File: src/rtl/pfs_pkg.sv
// Shared definitions for the timing-pattern sequencer.
// Assumes: nothing beyond IEEE 1800-2017.
package pfs_pkg;

    // Run mode of the sequencer.
    typedef enum logic {
        SEQ_ONCE   = 1'b0,
        SEQ_REPEAT = 1'b1
    } seq_mode_e;

endpackage

File: src/rtl/pfs_group.sv
// One storage group: a circular buffer of (timer value, pattern) pairs.
// Read is random access at an offset from the oldest entry.
// Assumes: pop is only asserted when cnt is non-zero; DEPTH >= 2.
module pfs_group #(
    parameter int TIME_W = 16,
    parameter int PAT_W  = 8,
    parameter int DEPTH  = 10,
    localparam int IDX_W = $clog2(DEPTH),
    localparam int CNT_W = $clog2(DEPTH + 1)
) (
    input  logic              clk,
    input  logic              rst_n,
    input  logic              push,
    input  logic [TIME_W-1:0] push_time,
    input  logic [PAT_W-1:0]  push_pat,
    input  logic              pop,
    input  logic [IDX_W-1:0]  rd_ofs,
    output logic [CNT_W-1:0]  cnt,
    output logic [TIME_W-1:0] rd_time,
    output logic [PAT_W-1:0]  rd_pat
);

    logic [TIME_W-1:0] time_mem [DEPTH];
    logic [PAT_W-1:0]  pat_mem  [DEPTH];
    logic [IDX_W-1:0]  head;
    logic [IDX_W-1:0]  tail;
    logic [IDX_W-1:0]  rd_idx;
    logic [IDX_W-1:0]  head_nxt;
    logic              accept;

    // Wraps a sum of two in-range indices back into 0..DEPTH-1.
    function automatic logic [IDX_W-1:0] wrap_add(input logic [IDX_W:0] a, input logic [IDX_W:0] b);
        logic [IDX_W:0] s;
        s = a + b;
        if (s >= (IDX_W+1)'(DEPTH)) s = s - (IDX_W+1)'(DEPTH);
        return s[IDX_W-1:0];
    endfunction

    // Address generation for write slot, read slot and next head.
    always_comb begin
        accept   = push && (cnt != CNT_W'(DEPTH));
        tail     = wrap_add({1'b0, head}, (IDX_W+1)'(cnt));
        rd_idx   = wrap_add({1'b0, head}, {1'b0, rd_ofs});
        head_nxt = wrap_add({1'b0, head}, (IDX_W+1)'(1));
        rd_time  = time_mem[rd_idx];
        rd_pat   = pat_mem[rd_idx];
    end

    // Entry storage; contents need no reset since cnt gates their use.
    always_ff @(posedge clk) begin
        if (accept) begin
            time_mem[tail] <= push_time;
            pat_mem[tail]  <= push_pat;
        end
    end

    // Head pointer and occupancy bookkeeping.
    always_ff @(posedge clk) begin
        if (!rst_n) begin
            head <= '0;
            cnt  <= '0;
        end else begin
            if (pop) head <= head_nxt;
            cnt <= cnt + CNT_W'(accept) - CNT_W'(pop);
        end
    end

    assert_cnt_bound_R10: assert property (@(posedge clk) disable iff (!rst_n)
        cnt <= CNT_W'(DEPTH));
    assert_full_drop_R10: assert property (@(posedge clk) disable iff (!rst_n)
        (push && !pop && cnt == CNT_W'(DEPTH)) |=> cnt == CNT_W'(DEPTH));
    assert_pop_nonempty_R6: assert property (@(posedge clk) disable iff (!rst_n)
        pop |-> cnt != '0);

endmodule

File: src/rtl/pfs_pick.sv
// Selects the current entry of the sequence and compares it with the timer.
// In one-shot mode the current entry is the oldest of group A, else of B.
// In repeat mode it is the entry at the cursor position in the A-then-B list.
// Assumes: cnt inputs never exceed DEPTH.
module pfs_pick
    import pfs_pkg::*;
#(
    parameter int TIME_W = 16,
    parameter int PAT_W  = 8,
    parameter int DEPTH  = 10,
    localparam int IDX_W = $clog2(DEPTH),
    localparam int CNT_W = $clog2(DEPTH + 1),
    localparam int SEQ_W = $clog2(2 * DEPTH + 1)
) (
    input  seq_mode_e         mode,
    input  logic              dual,
    input  logic [SEQ_W-1:0]  cursor,
    input  logic [TIME_W-1:0] timer,
    input  logic [CNT_W-1:0]  cnt_a,
    input  logic [CNT_W-1:0]  cnt_b,
    input  logic [TIME_W-1:0] time_a,
    input  logic [TIME_W-1:0] time_b,
    input  logic [PAT_W-1:0]  pat_a,
    input  logic [PAT_W-1:0]  pat_b,
    output logic [IDX_W-1:0]  ofs_a,
    output logic [IDX_W-1:0]  ofs_b,
    output logic              valid,
    output logic              match,
    output logic              pop_a,
    output logic              pop_b,
    output logic [PAT_W-1:0]  sel_pat,
    output logic [SEQ_W-1:0]  next_pos
);

    logic [SEQ_W-1:0]  na;
    logic [SEQ_W-1:0]  nb;
    logic [SEQ_W-1:0]  total;
    logic [SEQ_W-1:0]  eff;
    logic [TIME_W-1:0] sel_time;
    logic              use_b;
    logic              once;

    // Entry selection, compare and next cursor position.
    always_comb begin
        na    = SEQ_W'(cnt_a);
        nb    = dual ? SEQ_W'(cnt_b) : '0;
        total = na + nb;
        valid = (total != '0);
        once  = (mode == SEQ_ONCE);
        if (once) begin
            eff   = '0;
            use_b = (na == '0);
            ofs_a = '0;
            ofs_b = '0;
        end else begin
            eff   = (cursor >= total) ? '0 : cursor;
            use_b = (eff >= na);
            ofs_a = IDX_W'(eff);
            ofs_b = IDX_W'(eff - na);
        end
        sel_time = use_b ? time_b : time_a;
        sel_pat  = use_b ? pat_b  : pat_a;
        match    = valid && (sel_time == timer);
        pop_a    = match && once && !use_b;
        pop_b    = match && once && use_b;
        next_pos = ((eff + SEQ_W'(1)) == total) ? '0 : eff + SEQ_W'(1);
    end

endmodule

File: src/rtl/pattern_fifo_seq.sv
// Timing-pattern output sequencer: two groups of timer/pattern entries,
// a compare against an external timer, and a registered pattern output.
// Assumes: timer and restart come from timer logic in the same clock domain.
module pattern_fifo_seq
    import pfs_pkg::*;
#(
    parameter int TIME_W = 16,
    parameter int PAT_W  = 8,
    parameter int DEPTH  = 10
) (
    input  logic              clk,
    input  logic              rst_n,
    input  logic              wr_a,
    input  logic              wr_b,
    input  logic [TIME_W-1:0] wr_time,
    input  logic [PAT_W-1:0]  wr_pat,
    input  logic              dual_grp,
    input  logic              loop_mode,
    input  logic [TIME_W-1:0] timer,
    input  logic              restart,
    output logic [PAT_W-1:0]  pat_out,
    output logic              empty,
    output logic              overflow
);

    localparam int IDX_W = $clog2(DEPTH);
    localparam int CNT_W = $clog2(DEPTH + 1);
    localparam int SEQ_W = $clog2(2 * DEPTH + 1);
    localparam int NGRP  = 2;

    logic [NGRP-1:0]             g_push;
    logic [NGRP-1:0]             g_pop;
    logic [NGRP-1:0][IDX_W-1:0]  g_ofs;
    logic [NGRP-1:0][CNT_W-1:0]  g_cnt;
    logic [NGRP-1:0][TIME_W-1:0] g_time;
    logic [NGRP-1:0][PAT_W-1:0]  g_pat;
    logic [SEQ_W-1:0]            cursor;
    logic [SEQ_W-1:0]            next_pos;
    logic [PAT_W-1:0]            sel_pat;
    logic                        valid;
    logic                        match;
    logic                        full_hit;
    seq_mode_e                   mode;

    assign g_push = {wr_b, wr_a};
    assign mode   = loop_mode ? SEQ_REPEAT : SEQ_ONCE;

    // One storage group per write strobe.
    for (genvar g = 0; g < NGRP; g++) begin : g_grp
        pfs_group #(.TIME_W(TIME_W), .PAT_W(PAT_W), .DEPTH(DEPTH)) u_group (
            .clk       (clk),
            .rst_n     (rst_n),
            .push      (g_push[g]),
            .push_time (wr_time),
            .push_pat  (wr_pat),
            .pop       (g_pop[g]),
            .rd_ofs    (g_ofs[g]),
            .cnt       (g_cnt[g]),
            .rd_time   (g_time[g]),
            .rd_pat    (g_pat[g])
        );
    end

    pfs_pick #(.TIME_W(TIME_W), .PAT_W(PAT_W), .DEPTH(DEPTH)) u_pick (
        .mode     (mode),
        .dual     (dual_grp),
        .cursor   (cursor),
        .timer    (timer),
        .cnt_a    (g_cnt[0]),
        .cnt_b    (g_cnt[1]),
        .time_a   (g_time[0]),
        .time_b   (g_time[1]),
        .pat_a    (g_pat[0]),
        .pat_b    (g_pat[1]),
        .ofs_a    (g_ofs[0]),
        .ofs_b    (g_ofs[1]),
        .valid    (valid),
        .match    (match),
        .pop_a    (g_pop[0]),
        .pop_b    (g_pop[1]),
        .sel_pat  (sel_pat),
        .next_pos (next_pos)
    );

    // Detect a write aimed at a group that is already full.
    always_comb begin
        full_hit = (wr_a && g_cnt[0] == CNT_W'(DEPTH)) ||
                   (wr_b && g_cnt[1] == CNT_W'(DEPTH));
        empty    = !valid;
    end

    // Repeat-mode position: rewound by restart, stepped by each match.
    always_ff @(posedge clk) begin
        if (!rst_n)                    cursor <= '0;
        else if (restart)              cursor <= '0;
        else if (loop_mode && match)   cursor <= next_pos;
    end

    // Output pattern register, loaded on a compare match.
    always_ff @(posedge clk) begin
        if (!rst_n)     pat_out <= '0;
        else if (match) pat_out <= sel_pat;
    end

    // Sticky overflow flag.
    always_ff @(posedge clk) begin
        if (!rst_n)        overflow <= 1'b0;
        else if (full_hit) overflow <= 1'b1;
    end

    assert_pat_on_match_R2: assert property (@(posedge clk) disable iff (!rst_n)
        match |=> pat_out == $past(sel_pat));
    assert_pat_hold_R2: assert property (@(posedge clk) disable iff (!rst_n)
        !match |=> $stable(pat_out));
    assert_idle_when_empty_R7: assert property (@(posedge clk) disable iff (!rst_n)
        empty |=> $stable(pat_out));
    assert_loop_keeps_R8: assert property (@(posedge clk) disable iff (!rst_n)
        (loop_mode && !wr_a) |=> g_cnt[0] >= $past(g_cnt[0]));
    assert_restart_rewind_R9: assert property (@(posedge clk) disable iff (!rst_n)
        restart |=> cursor == '0);
    assert_ovf_sticky_R10: assert property (@(posedge clk) disable iff (!rst_n)
        overflow |=> overflow);

endmodule

File: config.mk
export PLATFORM = sky130hd
export DESIGN_NAME = pattern_fifo_seq
export DESIGN_NICKNAME = d
export VERILOG_FILES = /design/src/rtl/pfs_pkg.sv /design/src/rtl/pfs_group.sv /design/src/rtl/pfs_pick.sv /design/src/rtl/pattern_fifo_seq.sv
export SDC_FILE = /design/constraint.sdc
export NUM_CORES = 1
export LEC_CHECK = 0
export ABC_AREA = 1
export BUFFER_PORTS_ARGS = -buffer_cell sky130_fd_sc_hd__clkbuf_2
export CORE_MARGIN = 2
export CORE_UTILIZATION = 50
export CTS_BUF_LIST = sky130_fd_sc_hd__clkbuf_8
export DETAILED_ROUTE_END_ITERATION = 7
export MAX_ROUTING_LAYER = met4
export PLACE_DENSITY = 0.66
export SLEW_MARGIN = 20
export SYNTH_ARGS = -nofsm -noshare
export SYNTH_HDL_FRONTEND = slang
export SYNTH_SLANG_ARGS = --single-unit
File: constraint.sdc
create_clock -name clk -period 8.4 [get_ports clk]
set_input_delay 1.68 -clock clk [delete_from_list [all_inputs] [get_ports clk]]
set_output_delay 1.68 -clock clk [all_outputs]
set_load 0.1 [all_outputs]
-- After elaboration in Yosys (flattened, before gate mapping)
Memory sizes are Yosys's and may differ from the RTL's.
Index checks and enable logic that the tools add are counted.
- RAM bits: 480
- register bits: 30
- memories: 4
- bits of input ports: 47
- memory list (name ; depth ; width ; read ports ; clocked after Yosys merged registers in ; wr ports ; line ; text):
    g_grp[0].u_group.time_mem ; 10 ; 16 ; 1 ; 0 ; 1 ; pfs_group.sv:23 ; logic [TIME_W-1:0] time_mem [DEPTH];
    g_grp[1].u_group.time_mem ; 10 ; 16 ; 1 ; 0 ; 1 ; pfs_group.sv:23 ;
    g_grp[0].u_group.pat_mem ; 10 ; 8 ; 1 ; 0 ; 1 ; pfs_group.sv:24 ; logic [PAT_W-1:0] pat_mem [DEPTH];
    g_grp[1].u_group.pat_mem ; 10 ; 8 ; 1 ; 0 ; 1 ; pfs_group.sv:24 ;
- bitwise gates (word level): 2
- $add $sub $neg: 19
- reductions and logical operators: 15
- magnitude comparators: 8
- muxes and demuxes: 20
- equality and inequality tests: 6
- operators by type and width (kind ; count):
    4-bit 2-to-1 mux ; 9
    5-bit by 4-bit >= comparator with 1-bit output, second input constant ; 6
    4-bit subtractor, second input constant ; 6
    4-bit by 4-bit adder with 5-bit output ; 4
    16-bit == test ; 1
    16-bit 2-to-1 mux ; 1
    5-bit 2-to-1 mux ; 3
    4-bit by 1-bit adder with 5-bit output, second input constant ; 2
    1-bit logical AND ; 9
    4-bit by 1-bit adder with 4-bit output ; 2
    4-bit == test, second input constant ; 2
    8-bit 2-to-1 mux ; 1
    4-bit != test, second input constant ; 2
    4-bit by 1-bit subtractor with 4-bit output ; 2
    1-bit 2-to-1 mux ; 6
    4-bit by 5-bit adder with 5-bit output ; 1
    5-bit by 1-bit adder with 5-bit output, second input constant ; 1
    5-bit == test ; 1
    5-bit by 4-bit >= comparator with 1-bit output ; 1
    5-bit >= comparator ; 1
    5-bit nonzero test ; 1
    4-bit zero test ; 1
    4-bit subtractor ; 1
    1-bit zero test ; 2
    3 further kinds ; 4

-- Depth between registers and ports, before layout
Gate-level depths: netlist of run 1.
An unclocked memory read counts as a cell.
- depth after elaboration: 16
- depth in mapped cells: 53
- depth with buffers taken out: 52

-- Hierarchy
Synthesis of run 1 repeated with hierarchy kept, for this count alone.
- cells, all modules: 1972
- area, all modules: 23587.6 µm²
- by module, submodules not included (module ; seq. area each (µm²) ; times used ; area an instance (µm²) ; cells an instance):
    pfs_group at g_grp[1].u_group ; 7367.1 ; 1 ; 10845.4 ; 807
    pfs_group at g_grp[0].u_group ; 7367.1 ; 1 ; 10741.6 ; 819
    pfs_pick ; 0.0 ; 1 ; 1423.9 ; 270
    pattern_fifo_seq ; 280.3 ; 1 ; 576.8 ; 76

-- Least setup slack after synthesis of run 1
Ideal clock, no wire load.
- path kind: input to register
- from: in dual_grp
- to: reg g_grp[1].u_group.cnt[2]
- stages on the path: 48
- path slack: 749 ps
- arrival time: 7523 ps
- cell sequence: nand2_1 > inv_1 > ha_1 > inv_1 > fa_1 > ha_1 > o21ai_0 > nand2_1 > nor2_1 > nand2_1 > nand3_1 > nand2_1 > inv_1 > nand2_1 > ha_1 > fa_1 > nor2_1 > fa_1 > [12 not listed] > a21oi_1 > nor2_1 > nand2_1 > nand3_1 > nand2_1 > nand3_1 > nor2_2 > nand2_1 > nor2_2 > nand3_1 > inv_2 > ha_1 > inv_1 > ha_1 > inv_1 > fa_1 > xor2_1 > nor2_1
- word-level cells in the longest chain between the ends: 16
- RTL lines (what ; line ; text):
    start, declared ; pattern_fifo_seq.sv:17 ; input logic dual_grp,
    4-bit 2-to-1 mux * ; pfs_pick.sv:46 ; nb = dual ? SEQ_W'(cnt_b) : '0;
    4-bit by 5-bit adder with 5-bit output * ; pfs_pick.sv:47 ; total = na + nb;
    5-bit >= comparator ; pfs_pick.sv:56 ; eff = (cursor >= total) ? '0 : cursor;
    5-bit 2-to-1 mux ; pfs_pick.sv:56 ;
    4-bit subtractor ; pfs_pick.sv:59 ; ofs_b = IDX_W'(eff - na);
    4-bit 2-to-1 mux ; pfs_pick.sv:50 ; if (once) begin
    4-bit by 4-bit adder with 5-bit output ; pfs_group.sv:34 ; s = a + b;
    4-bit subtractor or 5-bit by 4-bit >= comparator with 1-bit output (tied branches) ; pfs_group.sv:35 ; if (s >= (IDX_W+1)'(DEPTH)) s = s - (IDX_W+1)'(DEPTH);
    4-bit 2-to-1 mux ; pfs_group.sv:35 ;
    memory read 10 x 16 bit ; - ;
    16-bit 2-to-1 mux ; pfs_pick.sv:61 ; sel_time = use_b ? time_b : time_a;
    16-bit == test ; pfs_pick.sv:63 ; match = valid && (sel_time == timer);
    1-bit logical AND ; pfs_pick.sv:63 ;
    1-bit logical AND ; pfs_pick.sv:65 ; pop_b = match && once && use_b;
    1-bit logical AND * ; pfs_pick.sv:65 ;
    via g_grp[1].u_group.pop ; pfs_group.sv:16 ; input logic pop,
    4-bit by 1-bit subtractor with 4-bit output * ; pfs_group.sv:64 ; cnt <= cnt + CNT_W'(accept) - CNT_W'(pop);
    end signal, assigned ; pfs_group.sv:64 ;
    end, declared ; pfs_group.sv:18 ; output logic [CNT_W-1:0] cnt,
Mark *: on every way through the listed nets, which the timed path passes. The rest lies on a longest branch.
A chain may end at the register's enable or synchronous reset.

-- Worst setup path in the final report of run 1
Ends and elaborated chain as after synthesis.

==> summary.txt, run 1 <==
Syn_area_per_cell - 11.4 um2
Rows - 78
Syn_nets - 2132
Mapped Area - 0.0231 mm2
Fillers - 3782
Clock-pin slew on the worst setup and hold paths - 0.06 ns
Worst clock skew - 0.0296 ns
CORE AREA - 0.0455 mm2
Setup crit start kind - input port
Most frequent cells after synthesis - nand2_1 (530), edfxtp_1 (480), nand3_1 (226), nor2_1 (174), inv_1 (111)
Routed len/inst - 20.8 um
Max_cap viols - 0
Detail Route Antenna Nets - 0
Ports - 57
CP Buf/Inv Count - 12
Residual DRC - 0
Die width - 219 um
Top cell type's share of synthesized area - 0.623
Gr usage total - 0.254
Fmax - 0.126 GHz
Post-synth top area cell - edfxtp_1
Non-Filler Instances - 2823
Vias post-DR - 15600
Outcome - finished, final reports clean
Fin crit period - 7.94 ns
Synth warn - 0
Grt ovf - 0
Maximum vdd drop - 0.000176 V
Synth top area cells - edfxtp_1 (62%), nand2_1 (8.6%), nand3_1 (4.9%)
Period utilization - 0.945
Final setup viols - 0
Top-count cell post-synth - nand2_1
Leak pwr - 10.1 nW
HP Class - reg2reg
RD Place Congestion - 0.921
Power Density - 248 mW/mm2
Largest delay share family, worst path - adder cells
Final HPWL DP - 35.1 mm
Synth cell types - 43
Flops & latches, synth - 510
CP max stage cell - fa_1
DR iter-0 viols - 1575
Vias per std cell - 5.52
Worst R2R Setup Slack - 1.01 ns
Total CTS buffers - 85
PortBufs - 56
Number of flops mapped to enable cells by yosys - 480
Synthesis-to-finish area growth - 13.2%
Sequential share of the synthesized area - 0.649
Setup TNS - 0 ns
Critical path class - in2reg
Routed Wire Length - 58.7 mm
TritonCTS clock tree - yes
Die Area - 0.0480 mm2
Drt pass-1 iters - 5
Slew Viols, Final - 0
Async SR Flop Fraction - 0
CP required - 8.91 ns
Initial Util - 0.508
Largest buffer count on any clock path - 3
Max_slew headroom - 0.371
Final Hold Fails - 0
Clock root buffer - clkbuf_8
Hold slack - 0.472 ns
Worst Path Arrival - 8.45 ns
Nets - 2261
Layout cell share with drive strength beyond 1 - 0.162
Total power - 0.00649 W
Number of global-route vias before repair - 15300
Crit path max fanout - 12
Crit end category - flop
First-pass GRT wire length - 88.4 mm
Largest net degree at the start of global routing - 130
Die height - 219 um
Slowest stage delay, CP - 0.50 ns
Syn Inst Count - 2027
H-Tree Depth - 3
Initial antenna violation count - 4
Ys flop type - edfxtp_1
Worst Tran Pin Value - 0.943 ns
Clock Latency Late Sink - 0.68 ns
Most common cell on crit path - nand2_1
Placed Cells - 2661
Sink Count - 510
-- registers in the layout, indices dropped and copies added, names as in the netlist --
signal                  flops
g_grp.u_group.head          8
pat_out                     8
overflow                    1
g_grp.u_group.cnt           8
g_grp.u_group.pat_mem     160
g_grp.u_group.time_mem    320
cursor                      5
-- cell type report --
class                      count  area [um2]  area share
antenna                        4        10.0    0.000382
sequential                   510       15000       0.574
clock inverter                59         343      0.0131
timing repair buffer         122         971      0.0371
tap                          600         751      0.0287
multi-input combinational   1320        7400       0.282
inverter                     117         443      0.0169
clock buffer                  91        1250      0.0478
-- placed cells by master (no fill, tap or decap), types with 4 or more instances in the layout --
cell type | Yosys | layout
o211ai_1 | 4 | 4
nand3_1 | 226 | 224
ha_1 | 50 | 48
o31ai_1 | 8 | 8
nand4_1 | 6 | 6
nand2_2 | 8 | 7
mux2_2 | 65 | 65
edfxtp_1 | 480 | 480
nor2_1 | 174 | 154
nand2_4 | 6 | 8
a21oi_1 | 45 | 45
nor2_2 | 3 | 23
diode_2 | 0 | 4
xnor2_1 | 10 | 10
nand3b_1 | 6 | 6
inv_1 | 111 | 137
buf_12 | 0 | 10
clkbuf_16 | 0 | 4
mux2i_1 | 57 | 57
a31oi_1 | 13 | 13
inv_2 | 6 | 5
buf_4 | 10 | 52
a211oi_1 | 9 | 9
clkbuf_2 | 0 | 56
o21ai_0 | 47 | 47
clkinv_1 | 0 | 19
dfxtp_1 | 30 | 30
nand3_2 | 7 | 8
clkbuf_8 | 0 | 91
xor2_1 | 15 | 15
clkinv_2 | 0 | 7
fa_1 | 8 | 8
nand2_1 | 530 | 529
-- power breakdown --
part / switching, W / leakage [nW] / total (W) / internal, W
combinational: 0.000940 / 4.56 / 0.00137 / 0.000429
clock: 0.000989 / 0.917 / 0.00208 / 0.00109
sequential: 0.0000491 / 4.59 / 0.00304 / 0.00299
total: 0.00198 / 10.1 / 0.00649 / 0.00451
-- worst reg2reg max path, delay by kind of cell (launching register included) --
kind | cells | cell delay (ns)
AO/OA/AOI/OAI | 2 | 0.16
flip-flops | 1 | 0.58
AND/OR/NAND/NOR | 23 | 2.24
adder cells (fa/ha/maj) | 9 | 2.90
XOR/XNOR | 1 | 0.15
buffers and inverters | 10 | 1.20
-- worst paths after layout --
check	from	endpoint	cells past startpoint
setup / recovery	dual_grp	g_grp[1].u_group.cnt[2]$_SDFF_PN0_	49
hold / removal	cursor[2]$_SDFFE_PP0P_	cursor[2]$_SDFFE_PP0P_	2
setup reg to reg	g_grp[0].u_group.cnt[1]$_SDFF_PN0_	g_grp[1].u_group.cnt[2]$_SDFF_PN0_	45
hold reg to reg	cursor[2]$_SDFFE_PP0P_	cursor[2]$_SDFFE_PP0P_	2
-- per-layer routing --
metal / routed length [um] / up-vias / track usage
met3: 4780 / 112 / 0.0518
met2: 27500 / 637 / 0.397
met1: 24800 / 7501 / 0.333
li1: - / 7327 / -
met5: 0 / - / -
met4: 1680 / 0 / 0.0858
-- kinds of logic after synthesis --
kind of cell,count (synthesis),synth area share
muxes,122,0.0563
AOI/OAI and AO/OA,139,0.0348
and+or+nand+nor,975,0.180
DFF,510,0.649
adders and majority gates,58,0.0340
buffers and inverters,198,0.0364
xor gates and xnor gates,25,0.00947
-- what timing repair did --
item	4_1_cts	5_1_grt
hold buffers	0	0
buffers inserted	0	3
gates resized for setup	0	10
setup endpoints to repair	0	6
-- through the flow --
stage | instance area [um2] | worst slack (ns) | utilization
2_1_floorplan | 23100 | 0.749 | -
3_3_place_gp | 24400 | 0.0250 | 0.536
3_5_place_dp | 24400 | -0.180 | 0.536
4_1_cts | 26000 | 0.496 | 0.571
5_1_grt | 26200 | -0.0304 | 0.576
6_report | 26200 | 0.461 | 0.576
Power figures use the tool's default switching activity.
==> inputs of run 2 (changes only) <==
--- a/config.mk
+++ b/config.mk
@@ -8,11 +8,10 @@
 export ABC_AREA = 1
 export BUFFER_PORTS_ARGS = -buffer_cell sky130_fd_sc_hd__clkbuf_2
 export CORE_MARGIN = 2
-export CORE_UTILIZATION = 50
+export CORE_UTILIZATION = 35
 export CTS_BUF_LIST = sky130_fd_sc_hd__clkbuf_8
 export DETAILED_ROUTE_END_ITERATION = 7
 export MAX_ROUTING_LAYER = met4
-export PLACE_DENSITY = 0.66
 export SLEW_MARGIN = 20
 export SYNTH_ARGS = -nofsm -noshare
 export SYNTH_HDL_FRONTEND = slang
==> summary.txt, run 2 (synthesis results as in run 1) <==
Final HPWL DP - 37.1 mm
Top flop regs - g_grp.u_group.time_mem: 320 flops, g_grp.u_group.pat_mem: 160 flops
HP Class - reg2reg
Met2 wire length - 27.8 mm
Power Density - 242 mW/mm2
Routed Wire Length - 58.9 mm
Worst Path Arrival - 8.36 ns
Top reg by flops - g_grp.u_group.time_mem
Crit end category - flop
TritonCTS clock tree - yes
Drt pass-1 iters - 5
Worst Tran Pin Value - 0.905 ns
Largest buffer count on any clock path - 3
Sink Count - 510
Setup TNS - 0 ns
Die width - 261 um
Clock Latency Late Sink - 0.70 ns
CP max stage cell - fa_1
Net Sw Frac - 0.307
Crit path max fanout - 19
Synthesis-to-finish area growth - 13.9%
Nets - 2257
Number of global-route vias before repair - 15400
CP required - 8.94 ns
DR iter-0 viols - 1466
Logic pwr share - 0.204
NetSw - 0.00195 W
Residual DRC - 0
Critical path class - in2reg
Setup crit start kind - input port
Largest net degree at the start of global routing - 130
Util after Layout - 0.401
Total CTS buffers - 83
Largest delay share family, worst path - adder cells
Initial antenna violation count - 2
Fmax - 0.128 GHz
Period utilization - 0.931
Clock root buffer - clkbuf_8
Final Hold Fails - 0
Die Area - 0.0681 mm2
Outcome - finished, final reports clean
Maximum vdd drop - 0.000154 V
Initial Util - 0.352
Most frequent cells in the layout - nand2_1 (530), edfxtp_1 (480), nand3_1 (226), nor2_1 (154), inv_1 (142)
Unrepaired setup endpoints after global routing - no
Final setup viols - 0
Vias per std cell - 5.02
Layout cell share with drive strength beyond 1 - 0.160
CP Buf/Inv Count - 11
CORE AREA - 0.0656 mm2
Max reg flops - 320
Gr usage total - 0.180
Max Used Layer - met4
Max_cap viols - 0
Grt ovf - 0
Rows - 94
Die height - 261 um
Routed len/inst - 19.1 um
PortBufs - 56
H-Tree Depth - 3
RD Place Congestion - 0.895
Worst clock skew - 0.0461 ns
Seq pwr share - 0.477
First-pass GRT wire length - 90.3 mm
Int Power - 0.00441 W
Slowest stage delay, CP - 0.50 ns
Slew Viols, Final - 0
Detail Route Antenna Nets - 0
Clk pwr share - 0.319
Commonest non-fill, non-tap cell in the layout - nand2_1
Met1 WL - 25.8 mm
Clock-pin slew on the worst setup and hold paths - 0.06 ns
Leak pwr - 9.99 nW
Fin crit period - 7.82 ns
Ports - 57
Max_slew headroom - 0.397
Vias post-DR - 15500
DR WL met3 - 3.75 mm
Most common cell on crit path - nand2_1
-- run 2: cell count changes in the layout (fill, tap and decap cells not counted), moves of 3 or more --
cell / previous run / this run
clkbuf_16: 4 / 0
clkinv_1: 19 / 12
diode_2: 4 / 1
inv_1: 137 / 142
nand2_4: 8 / 5
-- run 2: repair_timing --
| item | in CTS | in global routing |
|---|---|---|
| hold buffers | 0 | 0 |
| endpoints found under the hold margin | 0 | 0 |
| setup buffers | 0 | 0 |
| endpoints found under the setup margin | 0 | 1 |
| gates resized for setup | 0 | 2 |
-- run 2: power groups by stage --
stage	clock network, W	logic, W	registers (W)
after global placement	0	0.00128	0.00308
final	0.00203	0.00130	0.00304
after global routing	0.00218	0.00145	0.00305
after CTS	0.00208	0.00130	0.00304
after detailed placement	0	0.00130	0.00309
after floorplan	0	0.000846	0.00308
-- run 2: metrics by stage --
stage	power [W]	worst slack, ns	hold WS [ns]	cell area (um2)	std cells
CTS	0.00642	0.650	0.477	26300	3079
detailed placement	0.00439	-0.0535	0.467	24800	2931
floorplan	0.00393	0.749	0.444	23100	2027
global placement	0.00436	0.0590	0.457	24800	2931
finish	0.00637	0.578	0.473	26300	3080
global route	0.00668	0.0113	0.504	26300	3080
-- run 2: cell type report --
class / instances / area [um2]
well taps: 864 / 1080
clock inverters: 59 / 318
multi-input cells: 1319 / 7350
clock buffers: 89 / 1220
diodes: 1 / 2.50
flip-flops and latches: 510 / 15000
fillers: 6232 / 39300
inverters: 117 / 440
repair buffers: 121 / 906
-- run 2: layer usage --
| metal | GRT usage | up-vias |
|---|---|---|
| met5 | - | - |
| met4 | 0.0589 | 0 |
| met3 | 0.0321 | 112 |
| met2 | 0.287 | 483 |
| met1 | 0.235 | 7558 |
| li1 | - | 7321 |
-- run 2: worst reg2reg max path, delay by kind of cell (launching register included) --
family                   cells  cell delay (ns)
flip-flops                   1             0.61
XOR/XNOR                     1             0.14
adder cells (fa/ha/maj)      9             2.91
AND/OR/NAND/NOR             24             2.29
buffers and inverters        9             1.05
AO/OA/AOI/OAI                2             0.27
-- run 2: final timing paths --
path / start / end / slack (ns) / cells after the start
min reg2reg: pat_out[4]$_SDFFE_PN0N_ / pat_out[4]$_SDFFE_PN0N_ / 0.47 / 2
max: dual_grp / g_grp[1].u_group.cnt[2]$_SDFF_PN0_ / 0.58 / 49
min: pat_out[4]$_SDFFE_PN0N_ / pat_out[4]$_SDFFE_PN0N_ / 0.47 / 2
max reg2reg: g_grp[0].u_group.cnt[1]$_SDFF_PN0_ / g_grp[1].u_group.cnt[2]$_SDFF_PN0_ / 1.01 / 45
